### src/rtl/cal_clock_pkg.sv
package cal_clock_pkg;

   // register byte offsets
   localparam int unsigned OFS_SEC    = 0;
   localparam int unsigned OFS_SEC_AL = 1;
   localparam int unsigned OFS_MIN    = 2;
   localparam int unsigned OFS_MIN_AL = 3;
   localparam int unsigned OFS_HR     = 4;
   localparam int unsigned OFS_HR_AL  = 5;
   localparam int unsigned OFS_DOW    = 6;
   localparam int unsigned OFS_DOM    = 7;
   localparam int unsigned OFS_MON    = 8;
   localparam int unsigned OFS_YR     = 9;
   localparam int unsigned OFS_BUSY   = 10;
   localparam int unsigned OFS_CTL    = 11;
   localparam int unsigned OFS_STAT   = 12;
   localparam int unsigned NUM_OFS    = 13;

   // control byte bit positions
   localparam int unsigned CB_H24  = 1;
   localparam int unsigned CB_BIN  = 2;
   localparam int unsigned CB_UMSK = 4;
   localparam int unsigned CB_AMSK = 5;
   localparam int unsigned CB_FRZ  = 7;

   typedef struct packed {
      logic [5:0] sec;
      logic [5:0] min;
      logic [4:0] hr;
      logic [2:0] dow;
      logic [4:0] dom;
      logic [3:0] mon;
      logic [6:0] yr;
   } cal_time_t;

   localparam cal_time_t TIME_AT_RESET = '{sec: 6'd0, min: 6'd0, hr: 5'd0,
                                           dow: 3'd1, dom: 5'd1, mon: 4'd1,
                                           yr: 7'd0};

   function automatic logic [7:0] to_bcd(input logic [6:0] v);
      logic [6:0] tens, ones;
      tens = v / 7'd10;
      ones = v - tens * 7'd10;
      return {tens[3:0], ones[3:0]};
   endfunction

   function automatic logic [6:0] from_bcd(input logic [7:0] b);
      logic [6:0] hi, lo;
      hi = {3'b000, b[7:4]};
      lo = {3'b000, b[3:0]};
      return hi * 7'd10 + lo;
   endfunction

   function automatic logic [7:0] enc_num(input logic [6:0] v, input logic bin);
      return bin ? {1'b0, v} : to_bcd(v);
   endfunction

   function automatic logic [6:0] dec_num(input logic [7:0] b, input logic bin);
      return bin ? b[6:0] : from_bcd(b);
   endfunction

   // internal hour 0..23 to bus byte
   function automatic logic [7:0] enc_hour(input logic [4:0] h, input logic bin,
                                           input logic h24);
      logic [6:0] hx;
      logic [7:0] e;
      logic       pm;
      if (h24) return enc_num({2'b00, h}, bin);
      pm = (h >= 5'd12);
      hx = {2'b00, h};
      if (pm) hx = hx - 7'd12;
      if (hx == 7'd0) hx = 7'd12;
      e = enc_num(hx, bin);
      return {pm, e[6:0]};
   endfunction

   // bus byte to internal hour 0..23
   function automatic logic [4:0] dec_hour(input logic [7:0] b, input logic bin,
                                           input logic h24);
      logic [6:0] v;
      if (h24) begin
         v = dec_num(b, bin);
         return v[4:0];
      end
      v = dec_num({1'b0, b[6:0]}, bin);
      if (v == 7'd12) v = 7'd0;
      if (b[7]) v = v + 7'd12;
      return v[4:0];
   endfunction

   function automatic logic [4:0] month_days(input logic [3:0] mon, input logic [6:0] yr);
      case (mon)
         4'd2:                      return (yr[1:0] == 2'b00) ? 5'd29 : 5'd28;
         4'd4, 4'd6, 4'd9, 4'd11:   return 5'd30;
         default:                   return 5'd31;
      endcase
   endfunction

endpackage

### src/rtl/cal_clock_step.sv
module cal_clock_step
   import cal_clock_pkg::*;
#(
   parameter int unsigned YEAR_LIMIT = 99
) (
   input  cal_time_t cur,
   output cal_time_t nxt
);

   localparam logic [6:0] YR_TOP = 7'(YEAR_LIMIT);

   logic c_min, c_hr, c_day, c_mon, c_yr;

   // ripple of carries from seconds up to the year
   always_comb begin
      nxt   = cur;
      c_min = (cur.sec >= 6'd59);
      nxt.sec = c_min ? 6'd0 : cur.sec + 6'd1;

      c_hr = c_min && (cur.min >= 6'd59);
      if (c_min) nxt.min = (cur.min >= 6'd59) ? 6'd0 : cur.min + 6'd1;

      c_day = c_hr && (cur.hr >= 5'd23);
      if (c_hr) nxt.hr = (cur.hr >= 5'd23) ? 5'd0 : cur.hr + 5'd1;

      c_mon = c_day && (cur.dom >= month_days(cur.mon, cur.yr));
      if (c_day) begin
         nxt.dow = (cur.dow >= 3'd7) ? 3'd1 : cur.dow + 3'd1;
         nxt.dom = c_mon ? 5'd1 : cur.dom + 5'd1;
      end

      c_yr = c_mon && (cur.mon >= 4'd12);
      if (c_mon) nxt.mon = c_yr ? 4'd1 : cur.mon + 4'd1;
      if (c_yr)  nxt.yr  = (cur.yr >= YR_TOP) ? 7'd0 : cur.yr + 7'd1;
   end

endmodule

### src/rtl/cal_clock_seq.sv
module cal_clock_seq #(
   parameter int unsigned UIP_CYCLES = 8
) (
   input  logic clk,
   input  logic rst_n,
   input  logic tick,
   input  logic freeze,
   output logic busy,
   output logic apply
);

   localparam int unsigned CW = $clog2(UIP_CYCLES + 1);

   logic [CW-1:0] cnt_q;

   always_ff @(posedge clk) begin
      if (!rst_n)              cnt_q <= '0;
      else if (freeze)         cnt_q <= '0;
      else if (cnt_q != '0)    cnt_q <= cnt_q - CW'(1);
      else if (tick)           cnt_q <= CW'(UIP_CYCLES);
   end

   assign busy  = (cnt_q != '0);
   assign apply = (cnt_q == CW'(1)) && !freeze;

endmodule

### src/rtl/cal_clock_alarm.sv
module cal_clock_alarm
   import cal_clock_pkg::*;
(
   input  cal_time_t  t,
   input  logic [5:0] al_sec,
   input  logic [5:0] al_min,
   input  logic [4:0] al_hr,
   output logic       hit
);

   localparam int unsigned NF = 3;

   logic [5:0]    lhs [NF];
   logic [5:0]    rhs [NF];
   logic [NF-1:0] eq;

   assign lhs[0] = t.sec;
   assign lhs[1] = t.min;
   assign lhs[2] = {1'b0, t.hr};
   assign rhs[0] = al_sec;
   assign rhs[1] = al_min;
   assign rhs[2] = {1'b0, al_hr};

   for (genvar g = 0; g < NF; g++) begin : g_cmp
      assign eq[g] = (lhs[g] == rhs[g]);
   end

   assign hit = &eq;

endmodule

### src/rtl/cal_clock.sv
module cal_clock
   import cal_clock_pkg::*;
#(
   parameter int unsigned UIP_CYCLES = 8,
   parameter int unsigned YEAR_LIMIT = 99,
   parameter int unsigned ADDR_W     = 4
) (
   input  logic              clk,
   input  logic              rst_n,
   input  logic              tick_1hz,
   input  logic              wr_en,
   input  logic              rd_en,
   input  logic [ADDR_W-1:0] addr,
   input  logic [7:0]        wdata,
   output logic [7:0]        rdata,
   output logic              irq
);

   initial begin : elab_checks
      assert (UIP_CYCLES >= 1) else $fatal(1, "UIP_CYCLES must be at least 1");
      assert (ADDR_W >= 4 && ADDR_W <= 8) else $fatal(1, "ADDR_W out of range");
      assert (YEAR_LIMIT >= 1 && YEAR_LIMIT <= 99) else $fatal(1, "YEAR_LIMIT out of range");
   end

   cal_time_t    now_q, now_d, stepped;
   logic [5:0]   al_sec_q, al_min_q;
   logic [4:0]   al_hr_q;
   logic [7:0]   ctl_q;
   logic         uf_q, af_q;
   logic [7:0]   rdata_q, rd_mux, stat_byte;
   logic         busy, apply, hit, rd_clr;
   logic         fmt_bin, fmt_h24;
   logic [6:0]   wdec;
   logic [4:0]   hdec;
   logic [NUM_OFS-1:0] sel, wsel;

   assign fmt_bin = ctl_q[CB_BIN];
   assign fmt_h24 = ctl_q[CB_H24];

   // one-hot offset decode
   for (genvar g = 0; g < NUM_OFS; g++) begin : g_dec
      assign sel[g]  = (addr == ADDR_W'(g));
      assign wsel[g] = sel[g] & wr_en;
   end

   assign rd_clr = rd_en & sel[OFS_STAT];

   cal_clock_seq #(.UIP_CYCLES(UIP_CYCLES)) u_seq (
      .clk    (clk),
      .rst_n  (rst_n),
      .tick   (tick_1hz),
      .freeze (ctl_q[CB_FRZ]),
      .busy   (busy),
      .apply  (apply)
   );

   cal_clock_step #(.YEAR_LIMIT(YEAR_LIMIT)) u_step (
      .cur (now_q),
      .nxt (stepped)
   );

   cal_clock_alarm u_alarm (
      .t      (stepped),
      .al_sec (al_sec_q),
      .al_min (al_min_q),
      .al_hr  (al_hr_q),
      .hit    (hit)
   );

   assign wdec = dec_num(wdata, fmt_bin);
   assign hdec = dec_hour(wdata, fmt_bin, fmt_h24);

   // next time: the increment first, then any field software writes
   always_comb begin
      now_d = apply ? stepped : now_q;
      if (wsel[OFS_SEC]) now_d.sec = wdec[5:0];
      if (wsel[OFS_MIN]) now_d.min = wdec[5:0];
      if (wsel[OFS_HR])  now_d.hr  = hdec;
      if (wsel[OFS_DOW]) now_d.dow = wdec[2:0];
      if (wsel[OFS_DOM]) now_d.dom = wdec[4:0];
      if (wsel[OFS_MON]) now_d.mon = wdec[3:0];
      if (wsel[OFS_YR])  now_d.yr  = wdec;
   end

   assign irq       = (uf_q & ctl_q[CB_UMSK]) | (af_q & ctl_q[CB_AMSK]);
   assign stat_byte = {irq, 1'b0, af_q, uf_q, 4'b0000};

   always_comb begin
      rd_mux = 8'h00;
      if      (sel[OFS_SEC])    rd_mux = enc_num({1'b0, now_q.sec}, fmt_bin);
      else if (sel[OFS_SEC_AL]) rd_mux = enc_num({1'b0, al_sec_q}, fmt_bin);
      else if (sel[OFS_MIN])    rd_mux = enc_num({1'b0, now_q.min}, fmt_bin);
      else if (sel[OFS_MIN_AL]) rd_mux = enc_num({1'b0, al_min_q}, fmt_bin);
      else if (sel[OFS_HR])     rd_mux = enc_hour(now_q.hr, fmt_bin, fmt_h24);
      else if (sel[OFS_HR_AL])  rd_mux = enc_hour(al_hr_q, fmt_bin, fmt_h24);
      else if (sel[OFS_DOW])    rd_mux = enc_num({4'b0000, now_q.dow}, fmt_bin);
      else if (sel[OFS_DOM])    rd_mux = enc_num({2'b00, now_q.dom}, fmt_bin);
      else if (sel[OFS_MON])    rd_mux = enc_num({3'b000, now_q.mon}, fmt_bin);
      else if (sel[OFS_YR])     rd_mux = enc_num(now_q.yr, fmt_bin);
      else if (sel[OFS_BUSY])   rd_mux = {busy, 7'b0000000};
      else if (sel[OFS_CTL])    rd_mux = ctl_q;
      else if (sel[OFS_STAT])   rd_mux = stat_byte;
   end

   always_ff @(posedge clk) begin
      if (!rst_n) begin
         now_q    <= TIME_AT_RESET;
         al_sec_q <= '0;
         al_min_q <= '0;
         al_hr_q  <= '0;
         ctl_q    <= '0;
         uf_q     <= 1'b0;
         af_q     <= 1'b0;
         rdata_q  <= '0;
      end else begin
         now_q <= now_d;
         if (wsel[OFS_SEC_AL]) al_sec_q <= wdec[5:0];
         if (wsel[OFS_MIN_AL]) al_min_q <= wdec[5:0];
         if (wsel[OFS_HR_AL])  al_hr_q  <= hdec;
         if (wsel[OFS_CTL])    ctl_q    <= wdata;
         // a new event beats the clear-on-read
         uf_q <= (uf_q & ~rd_clr) | apply;
         af_q <= (af_q & ~rd_clr) | (apply & hit);
         if (rd_en) rdata_q <= rd_mux;
      end
   end

   assign rdata = rdata_q;

endmodule

### config.mk
export PLATFORM = sky130hd
export DESIGN_NAME = cal_clock
export DESIGN_NICKNAME = d
export VERILOG_FILES = /design/src/rtl/cal_clock_pkg.sv /design/src/rtl/cal_clock_step.sv /design/src/rtl/cal_clock_seq.sv /design/src/rtl/cal_clock_alarm.sv /design/src/rtl/cal_clock.sv
export SDC_FILE = /design/constraint.sdc
export NUM_CORES = 1
export LEC_CHECK = 0
export ABC_CLOCK_PERIOD_IN_PS = 14900
export BUFFER_PORTS_ARGS = -buffer_cell sky130_fd_sc_hd__buf_2
export CAP_MARGIN = 5
export CORE_MARGIN = 2
export CORE_UTILIZATION = 51
export DETAILED_ROUTE_END_ITERATION = 6
export PLACE_DENSITY_LB_ADDON = 0.12
export SLEW_MARGIN = 20
export SYNTH_ARGS = -nofsm -noshare
export SYNTH_HDL_FRONTEND = slang
export SYNTH_HIERARCHICAL = 1
export SYNTH_SLANG_ARGS = --single-unit
### constraint.sdc
create_clock -name clk -period 14.9 [get_ports clk]
set_input_delay 2.235 -clock clk [delete_from_list [all_inputs] [get_ports clk]]
set_output_delay 2.235 -clock clk [all_outputs]
set_load 0.01 [all_outputs]
## Word-level counts from Yosys, hierarchy flattened

Index checks and enable logic that the tools add are counted.

| word-level totals | value |
|---|---|
| output and inout port bits | 9 |
| register bits after elaboration | 75 |
| word-level logic and storage cells | 251 |
| input port bits | 17 |

| cells by class | value |
|---|---|
| order comparisons | 9 |
| add/subtract/negate cells | 25 |
| mux-type cells | 102 |
| eq/ne operators | 22 |
| divide/modulo/power cells | 12 |
| multiply operators | 14 |
| reduce and logical (&&, ||, !) cells | 30 |
| bitwise operators | 22 |

Operators by type and width:

| kind | count |
|---|---|
| $mux 7 | 37 |
| $mux 8 | 28 |
| $mul 7x3->3 const B | 12 |
| $mux 5 | 10 |
| $sub 4x4->4 | 11 |
| $mux 36 | 1 |
| $mux 6 | 5 |
| $div 6x4->7 const B | 4 |
| $eq 4x4->1 const B | 7 |
| $eq 4x3->1 const B | 6 |
| $reduce_bool 2->1 | 12 |
| $div 5x4->7 const B | 3 |
| $div 7x4->7 const B | 3 |
| $mux 4 | 5 |
| $and 1x1->1 | 17 |
| $add 7x4->7 | 2 |
| $logic_not 7->1 | 2 |
| $mux 1 | 13 |
| $add 6x1->6 const B | 2 |
| $eq 4x2->1 const B | 3 |
| $eq 6x6->1 | 2 |
| $ge 6x6->1 const B | 2 |
| $sub 5x4->6 const B | 2 |
| $add 5x1->5 const B | 2 |
| 32 further kinds | 45 |

## Longest topological paths before layout

Gate-level depths: netlist of run 1.

| logic depth | value |
|---|---|
| depth in word-level cells | 34 |
| depth in mapped cells | 31 |
| depth with buffers taken out | 30 |

## Cells and area by module

The synthesis of run 1 kept the hierarchy.

Modules (own cells, without submodules):

| module | cells each | area each (um2) | instances | sequential area each (um2) |
|---|---|---|---|---|
| cal_clock | 1,012 | 7,642.3 | 1 | 1,421.4 |
| cal_clock_step | 169 | 1,061.0 | 1 | 0.0 |
| cal_clock_alarm | 23 | 190.2 | 1 | 0.0 |
| cal_clock_seq | 21 | 182.7 | 1 | 80.1 |

## Worst setup path before layout of run 1

Ideal clock, no wire load.

| path | value |
|---|---|
| path kind | flip-flop to flip-flop |
| start point | register now_q[21] in the netlist's numbering |
| end point | register rdata_q[3], in the netlist rdata[3] |
| arrival time | 5,883 ps |
| setup slack | 8,937 ps |
| stages on the path, launching flop included | 30 |
| data required time | 14,821 ps |
| setup time | 79 ps |
| path buffers | 1 |
| cells stage by stage | dfxtp_1 ha_1 inv_1 ha_1 clkbuf_1 a211oi_1 o211ai_1 a32oi_1 nand2_1 inv_2 ha_1 nor2_1 a21oi_2 xnor2_1 ha_1 a21boi_0 o21ai_0 inv_1 ha_1 nor2b_1 o221ai_1 a211o_1 and2_1 ha_1 fa_1 xor2_1 and3_1 or2_0 o311a_1 a211oi_2 |

| on the way | value |
|---|---|
| cells in the longest elaborated chain, start to end | 26 |
| elaborated cells on any way between the ends | 32 |
| those cells by class | add/sub (3); mul (2); div (2); order compare (1); mux (23); reduce/logical (1) |

Ends and longest elaborated chain:

| what | line | text |
|---|---|---|
| start: declaration | cal_clock.sv:25 | `cal_time_t now_q, now_d, stepped;` |
| start signal: assignment | cal_clock.sv:116 | `now_q <= now_d;` |
| $sub 5x4->6 or $ge 5x4->1 (tied branches) | cal_clock_pkg.sv:71, cal_clock_pkg.sv:69 |  |
| $mux 7 | cal_clock_pkg.sv:71 | `if (pm) hx = hx - 7'd12;` |
| $mux 7 | cal_clock_pkg.sv:69 | `pm = (h >= 5'd12);` |
| $mux 7 | cal_clock.sv:94 | `else if (sel[OFS_HR]) rd_mux = enc_hour(now_q.hr, fmt_bin, fmt_h24);` |
| $mux 7 | cal_clock.sv:93 | `else if (sel[OFS_MIN_AL]) rd_mux = enc_num({1'b0, al_min_q}, fmt_bin);` |
| $mux 7 | cal_clock.sv:92 | `else if (sel[OFS_MIN]) rd_mux = enc_num({1'b0, now_q.min}, fmt_bin);` |
| $mux 7 | cal_clock.sv:91 | `else if (sel[OFS_SEC_AL]) rd_mux = enc_num({1'b0, al_sec_q}, fmt_bin);` |
| $mux 7 | cal_clock.sv:90 | `if (sel[OFS_SEC]) rd_mux = enc_num({1'b0, now_q.sec}, fmt_bin);` |
| [10 not listed] | -- |  |
| $sub 4x4->4 | cal_clock_pkg.sv:43 | `ones = v - tens * 7'd10;` |
| $mux 7 | cal_clock_pkg.sv:55 | `return bin ? {1'b0, v} : to_bcd(v);` |
| $mux 8 (*) | cal_clock_pkg.sv:69 |  |
| $mux 8 (*) | cal_clock.sv:94 |  |
| $mux 8 (*) | cal_clock.sv:93 |  |
| $mux 8 (*) | cal_clock.sv:92 |  |
| $mux 8 (*) | cal_clock.sv:91 |  |
| $mux 8 (*) | cal_clock.sv:90 |  |
| end signal: assignment | cal_clock.sv:124 | `if (rd_en) rdata_q <= rd_mux;` |
| end: declaration | cal_clock.sv:30 | `logic [7:0] rdata_q, rd_mux, stat_byte;` |

Mark *: on every way between the ends. The rest lies on a longest branch, timed or not. The select of a mux whose other input is x is not followed.
A chain may end at the register's enable or synchronous reset.

## Worst setup path after layout of run 1

Ends and elaborated chain as after synthesis.

==> results of run 1 <==
-- critical path, delay by kind of cell, from the launching register on --
family | cells | cell delay (ps)
buffers and inverters | 3 | 230
adders and majority gates | 7 | 1970
DFF | 1 | 770
xor gates and xnor gates | 2 | 420
and+or+nand+nor | 6 | 960
AOI/OAI and AO/OA | 10 | 2490
-- layout make-up --
type | instances | share of cell area, %
repair buffers | 33 | 1.959
flip-flops and latches | 75 | 15.89
inverters | 87 | 3.454
clock buffers | 9 | 2.382
well taps | 225 | 2.978
multi-input cells | 986 | 72.63
clock inverters | 6 | 0.7014
-- how the worst max path moves through the flow --
stage,depth (start not counted),to,startpoint
after floorplan,29,rdata[3],now_q[21]
after global placement,28,rdata[3],now_q[21]
after detailed placement,28,rdata[3],now_q[21]
after CTS,28,rdata[3],now_q[21]
after global routing,28,rdata[3],now_q[21]
final,28,rdata[3],now_q[21]
-- registers in the layout, summed over array words and instances, names as in the netlist --
| register | cells |
|---|---|
| al_hr_q | 5 |
| u_seq/cnt_q | 4 |
| rdata | 8 |
| af_q | 1 |
| uf_q | 1 |
| now_q | 36 |
| ctl_q | 8 |
| al_min_q | 6 |
| al_sec_q | 6 |
-- routing by layer --
metal	track usage (%)	routed length, um
met5	0	0
met4	8.706	656
met3	4.010	2080
met2	45.66	12250
met1	44.53	13100
-- power by group through the flow --
stage	Combinational (mW)	Clock, mW	Sequential, mW
finish	0.216	0.227	0.225
global route	0.238	0.236	0.227
CTS	0.214	0.229	0.225
detailed placement	0.212	0	0.229
global placement	0.210	0	0.229
floorplan	0.162	0	0.222
-- per-stage QoR --
| stage | hold slack, ps | area (sq um) | std cells | worst slack (ps) |
|---|---|---|---|---|
| after floorplan | 461.1 | 9076 | 1225 | 8937 |
| after global placement | 460.0 | 9160 | 1406 | 8279 |
| after detailed placement | 466.5 | 9160 | 1406 | 8100 |
| after CTS | 485.5 | 9452 | 1421 | 8049 |
| after global routing | 508.1 | 9454 | 1421 | 7469 |
| final | 484.0 | 9454 | 1421 | 7983 |
-- cells by family after synthesis --
group / synth area share (%)
AO/OA/AOI/OAI: 27.93
XOR/XNOR: 4.246
adder cells (fa/ha/maj): 11.75
AND/OR/NAND/NOR: 23.53
flip-flops: 16.54
multiplexers: 8.161
buffers and inverters: 7.844
-- layout by cell type (no fill, tap or decap), types with 34 or more instances in the layout --
master	instances
nand2_1	132
nor2_1	106
o21ai_0	85
inv_1	82
dfxtp_1	74
a21oi_1	67
ha_1	66
mux2i_1	52
nand3_1	35
nor2b_1	34
==> results.sh, run 1 <==
export IMPL_final_max_slew_viol_count=0
export IMPL_gp_congestion=0.9696
export IMPL_synth_top_area_share_pct=16.54
export IMPL_yosysTopAreaCell="dfxtp_1"
export IMPL_power_switching_mw=0.2462
export IMPL_rsz0062_at_grt="false"
export IMPL_clock_path_buffers=2
export IMPL_cts_htree_levels=3
export IMPL_area_growth_pct=4.163
export IMPL_core_rowCount=48
export IMPL_hold_class="flop to flop"
export IMPL_drt_iter0_drc=884
export IMPL_relSlewSlack_pct=42.56
export IMPL_ys_flop_type="dfxtp_1"
export IMPL_sw_frac_of_total_pct=36.80
export IMPL_first_global_vias=7922
export IMPL_yosys_top_cells_count="nand2_1 (132), nor2_1 (107), o21ai_0 (85)"
export IMPL_crit_path_end_kind="flop"
export IMPL_viasPerCell=6.376
export IMPL_p_leak_nw=3.810
export IMPL_hold_path_startpoint="rdata[0]"
export IMPL_die_h_um=137.4
export IMPL_drc=0
export IMPL_power_internal_mw=0.4227
export IMPL_critPathMostFrequentCell="ha_1"
export IMPL_nets=1286
export IMPL_r2r_start="now_q[21]"
export IMPL_port_buffers=25
export IMPL_worstPathArrival_ps=7190
export IMPL_ys_ff_latch=75
export IMPL_pwr_share_clk_pct=34.0
export IMPL_ios=26
export IMPL_pwr_share_seq_pct=33.6
export IMPL_syn_nets=1319
export IMPL_period_share_pct=46.42
export IMPL_ir_worst_vdd_v=0.00005786
export IMPL_hold_viol_final=0
export IMPL_drive_above_1_share_pct=8.863
export IMPL_status="finished, final reports clean"
export IMPL_drv_cap=0
export IMPL_regArea_sq_mm=0.001503
export IMPL_clock_fmax_mhz=144.6
export IMPL_cp_required_ps=15170
export IMPL_r2r_end="rdata[3]"
export IMPL_finalSetupTns_ps=0
export IMPL_synthArstFlopShare_pct=0
export IMPL_avgSynthCellArea_sq_um=7.409
export IMPL_synth_edf_count=0
export IMPL_clock_latency_ps=350
export IMPL_antenna_found_initial=0
export IMPL_max_stage_delay_ps=770
export IMPL_whs_path_depth=1
export IMPL_multiInputGateArea_sq_mm=0.006867
export IMPL_cts_tree="built"
export IMPL_worst_slew_pin_slew_ps=861.6
export IMPL_cts_made_buffers=9
export IMPL_antenna_cells=0
export IMPL_finalCriticalPeriod_ps=6917
export IMPL_cts_hold_buf=0
export IMPL_setup_viol=0
export IMPL_ys_seq_area_share_pct=16.54
export IMPL_firstDrtPassIters=5
export IMPL_clockRootBuffer="clkbuf_16"
export IMPL_synth_most_common_cell="nand2_1"
export IMPL_synthesis_instances=1225
export IMPL_utilization_pct=54.47
export IMPL_syn_cell_area_sq_mm=0.009076
export IMPL_r2r_setup_slack_ps=7980
export IMPL_power_share_combinational_pct=32.3
export IMPL_hold_end="rdata[0]"
export IMPL_grt_max_degree=81
export IMPL_die_w_um=137.4
export IMPL_wirelength_mm=28.09
export IMPL_skew_ps=10.61
export IMPL_critPathMaxFanout=20
export IMPL_yosysUniqueCellTypes=99
export IMPL_cp_slowest_cell="dfxtp_1"
export IMPL_grt_use_total_pct=30.19
export IMPL_start_util_pct=52.29
export IMPL_core_area_sq_mm=0.01736
export IMPL_cts_setup_buffers=0
export IMPL_die_area_sq_mm=0.01888
export IMPL_fill_cells=1713
export IMPL_clk_pin_slew_ps=70
export IMPL_reg2regPathDepth=28
export IMPL_cts_resized=0
export IMPL_synth_warnings=6
export IMPL_worst_setup_path_start_kind="flop"
export IMPL_ant_nets=0
export IMPL_numClockSinks=75
export IMPL_dp_hpwl_mm=20.61
export IMPL_routedWlPerCell_um=19.77
export IMPL_p_total_mw=0.6689
export IMPL_grt_overflow=0
export IMPL_powerDensity_mw_per_mm2=70.75
export IMPL_grt_pass1_wl_mm=44.46
export IMPL_critPathKind="flop to flop"
export IMPL_synthTopCellsByArea="dfxtp_1 (17%), ha_1 (9.1%), mux2i_1 (5.7%), nand2_1 (5.5%), o21ai_0 (4.7%)"
export IMPL_num_vias=9060
Note: power is estimated with default switching activity, not from simulation.
==> run 2: changes to the inputs <==
--- a/config.mk
+++ b/config.mk
@@ -5,7 +5,8 @@
 export SDC_FILE = /design/constraint.sdc
 export NUM_CORES = 1
 export LEC_CHECK = 0
-export ABC_CLOCK_PERIOD_IN_PS = 14900
+export ABC_AREA = 1
+export ABC_CLOCK_PERIOD_IN_PS = 5900
 export BUFFER_PORTS_ARGS = -buffer_cell sky130_fd_sc_hd__buf_2
 export CAP_MARGIN = 5
 export CORE_MARGIN = 2
==> constraint.sdc (replaced) <==
create_clock -name clk -period 5.9 [get_ports clk]
set_input_delay 0.885 -clock clk [delete_from_list [all_inputs] [get_ports clk]]
set_output_delay 0.885 -clock clk [all_outputs]
set_load 0.01 [all_outputs]
==> run 2 against run 1 <==
Sequential share of layout area is 0.10 points lower. Global-route usage is 0.47 points lower. Synthesized cell count is 18% higher. Clock skew is 0.53 ps lower. Sequential power grew to 2.8 times the previous value. Clock power grew to 3.0 times the previous value. First-iteration DRC count is 8.6% lower. Worst hold slack worse by 25 ps. Highest routed layer unchanged. Via count is 3.2% higher. Largest cell class unchanged. Cell area is 0.81% higher. Largest power group is now combinational logic. Synthesized area is 2.3% lower. Total power grew to 4.8 times the previous value.
==> results.sh, run 2 <==
export IMPL_synthTopCellsByArea="dfxtp_1 (17%), nand2_1 (14%), inv_1 (9.5%), ha_1 (9.3%), o21ai_0 (6.5%)"
export IMPL_max_stage_delay_ps=490
export IMPL_first_global_vias=8415
export IMPL_core_rowCount=48
export IMPL_syn_cell_area_sq_mm=0.008864
export IMPL_setup_ws_ps=591.0
export IMPL_p_leak_nw=4.619
export IMPL_power_share_combinational_pct=58.8
export IMPL_drt_iter0_drc=808
export IMPL_synthArstFlopShare_pct=0
export IMPL_area_growth_pct=7.524
export IMPL_hold_path_startpoint="ctl_q[0]"
export IMPL_rsz0062_at_grt="false"
export IMPL_ys_ff_latch=75
export IMPL_yosysTopAreaCell="dfxtp_1"
export IMPL_drive_above_1_share_pct=9.836
export IMPL_die_w_um=135.8
export IMPL_ir_worst_vdd_v=0.0002828
export IMPL_dp_hpwl_mm=20.08
export IMPL_pwr_share_clk_pct=21.4
export IMPL_worstPathArrival_ps=5530
export IMPL_synthesis_instances=1451
export IMPL_avgSynthCellArea_sq_um=6.109
export IMPL_die_area_sq_mm=0.01845
export IMPL_power_internal_mw=1.682
export IMPL_synth_warnings=6
export IMPL_routedWlPerCell_um=15.80
export IMPL_port_buffers=25
export IMPL_finalSetupTns_ps=0
export IMPL_cp_required_ps=6120
export IMPL_cts_tree="built"
export IMPL_critPathKind="flop to flop"
export IMPL_firstDrtPassIters=5
export IMPL_final_max_slew_viol_count=0
export IMPL_ys_flop_type="dfxtp_1"
export IMPL_final_area_sq_mm=0.009530
export IMPL_top_register="now_q"
export IMPL_sw_frac_of_total_pct=47.59
export IMPL_ys_seq_area_share_pct=16.94
export IMPL_viasPerCell=5.536
export IMPL_antenna_found_initial=0
export IMPL_drc=0
export IMPL_relSlewSlack_pct=26.01
export IMPL_period_share_pct=89.98
export IMPL_yosys_top_cells_count="nand2_1 (341), inv_1 (225), nor2_1 (117)"
export IMPL_placed_area_sq_mm=0.009168
export IMPL_grt_use_total_pct=29.72
export IMPL_dp_cells=1673
export IMPL_synth_most_common_cell="nand2_1"
export IMPL_clock_latency_ps=360
export IMPL_grt_overflow=0
export IMPL_num_vias=9350
export IMPL_gp_congestion=0.9574
export IMPL_pwr_share_seq_pct=19.7
export IMPL_setup_viol=0
export IMPL_clock_fmax_mhz=188.4
export IMPL_cts_made_buffers=9
export IMPL_hold_viol_final=0
export IMPL_critPathMaxFanout=7
export IMPL_synth_top_area_share_pct=16.94
export IMPL_synth_edf_count=0
export IMPL_core_area_sq_mm=0.01712
export IMPL_antenna_cells=0
export IMPL_numClockSinks=75
export IMPL_final_cells=1689
export IMPL_hold_class="flop to flop"
export IMPL_final_common_cell="nand2_1"
export IMPL_die_h_um=135.8
export IMPL_ant_nets=0
export IMPL_yosysUniqueCellTypes=57
export IMPL_powerDensity_mw_per_mm2=336.7
export IMPL_largest_reg_flops=36
export IMPL_clockRootBuffer="clkbuf_16"
export IMPL_wirelength_mm=26.68
export IMPL_syn_nets=1545
export IMPL_clock_path_buffers=2
export IMPL_nets=1553
export IMPL_fill_cells=1800
export IMPL_skew_ps=10.09
export IMPL_ios=26
export IMPL_power_switching_mw=1.527
export IMPL_clk_pin_slew_ps=60
export IMPL_worst_setup_path_start_kind="flop"
export IMPL_dp_slack_ps=572.5
export IMPL_r2r_start="now_q[22]"
export IMPL_cts_htree_levels=3
export IMPL_worst_slew_pin_slew_ps=1098
export IMPL_cts_hold_buf=0
export IMPL_crit_start="now_q[22]"
export IMPL_drv_cap=0
export IMPL_crit_path_end_kind="flop"
export IMPL_grt_max_degree=55
export IMPL_start_util_pct=51.78
export IMPL_grt_pass1_wl_mm=43.59
export IMPL_final_cell_mix="nand2_1 (341), inv_1 (224), nor2_1 (117), o21ai_0 (115), a21oi_1 (112)"
export IMPL_status="finished, final reports clean"
export IMPL_finalCriticalPeriod_ps=5309
export IMPL_cp_slowest_cell="dfxtp_1"
-- run 2: changes by cell type after synthesis, moves of 15 or more --
cell	before	now
nand3_1	35	107
a211oi_1	25	6
nor2b_1	34	0
mux2i_1	52	2
nand2_2	4	25
clkbuf_1	54	24
nand2_4	0	15
a21oi_1	67	112
nand2_1	132	341
o211a_1	20	0
inv_1	82	225
o21ai_0	85	116
-- run 2: power groups by stage --
| stage | clock, mW | combinational, mW | sequential (mW) |
|---|---|---|---|
| after floorplan | 0 | 1.47 | 0.630 |
| after global placement | 0 | 1.83 | 0.643 |
| after detailed placement | 0 | 1.89 | 0.642 |
| after CTS | 0.695 | 1.90 | 0.632 |
| after global routing | 0.712 | 2.17 | 0.642 |
| final | 0.688 | 1.89 | 0.633 |
-- run 2: layout make-up --
type | instances | area [sq um] | share of cell area (%)
clock inverter | 5 | 107.6 | 1.129
timing repair buffer | 30 | 162.7 | 1.707
clock buffer | 11 | 252.7 | 2.652
sequential | 75 | 1505 | 15.79
multi-input combinational | 1102 | 6312 | 66.23
inverter | 241 | 908.4 | 9.531
tap | 225 | 281.5 | 2.954
-- run 2: kinds of logic (layout without fill, tap and decap cells) --
logic type | count (synthesis) | after routing | synth area share (%)
simple gates | 670 | 670 | 35.40
compound gates | 325 | 325 | 20.95
buf+inv | 274 | 287 | 11.91
fa+ha+maj | 77 | 77 | 11.80
flops | 75 | 75 | 16.94
xor+xnor | 28 | 28 | 2.767
mux | 2 | 2 | 0.2259
-- run 2: final timing paths --
check	endpoint	slack, ps	depth (start not counted)
setup / recovery	rdata[3]	590	38
hold / removal	ctl_q[0]	460	2
setup reg to reg	rdata[3]	590	38
hold reg to reg	ctl_q[0]	460	2
-- run 2: worst max-delay path: cells and delay by family (launching register included) --
kind	cells	cell delay [ps]
xor gates and xnor gates	1	180
DFF	1	490
adders and majority gates	7	1680
AOI/OAI and AO/OA	4	490
buffers and inverters	6	360
and+or+nand+nor	20	1970
-- run 2: per-layer routing --
layer	part of all wire [%]	wire [um]	track usage, %	up-vias
met1	46	12220	41.60	4193
li1	-	-	-	4780
met5	0	0	0	-
met3	7.9	2113	4.400	48
met4	2.3	607	9.086	0
met2	44	11750	47.22	329
-- run 2: per-stage QoR --
| stage | total power [mW] | utilization, % | hold slack (ps) |
|---|---|---|---|
| finish | 3.209 | 55.68 | 459.1 |
| CTS | 3.224 | 55.67 | 455.1 |
| floorplan | 2.100 | - | 424.5 |
| global placement | 2.476 | 53.56 | 438.6 |
| global route | 3.521 | 55.68 | 476.4 |
| detailed placement | 2.530 | 53.56 | 446.4 |
-- run 2: timing repair --
item / CTS / global route
hold endpoints to repair: 0 / 0
buffers inserted: 0 / 0
endpoints found under the setup margin: 0 / 1
gates resized for setup: 0 / 2
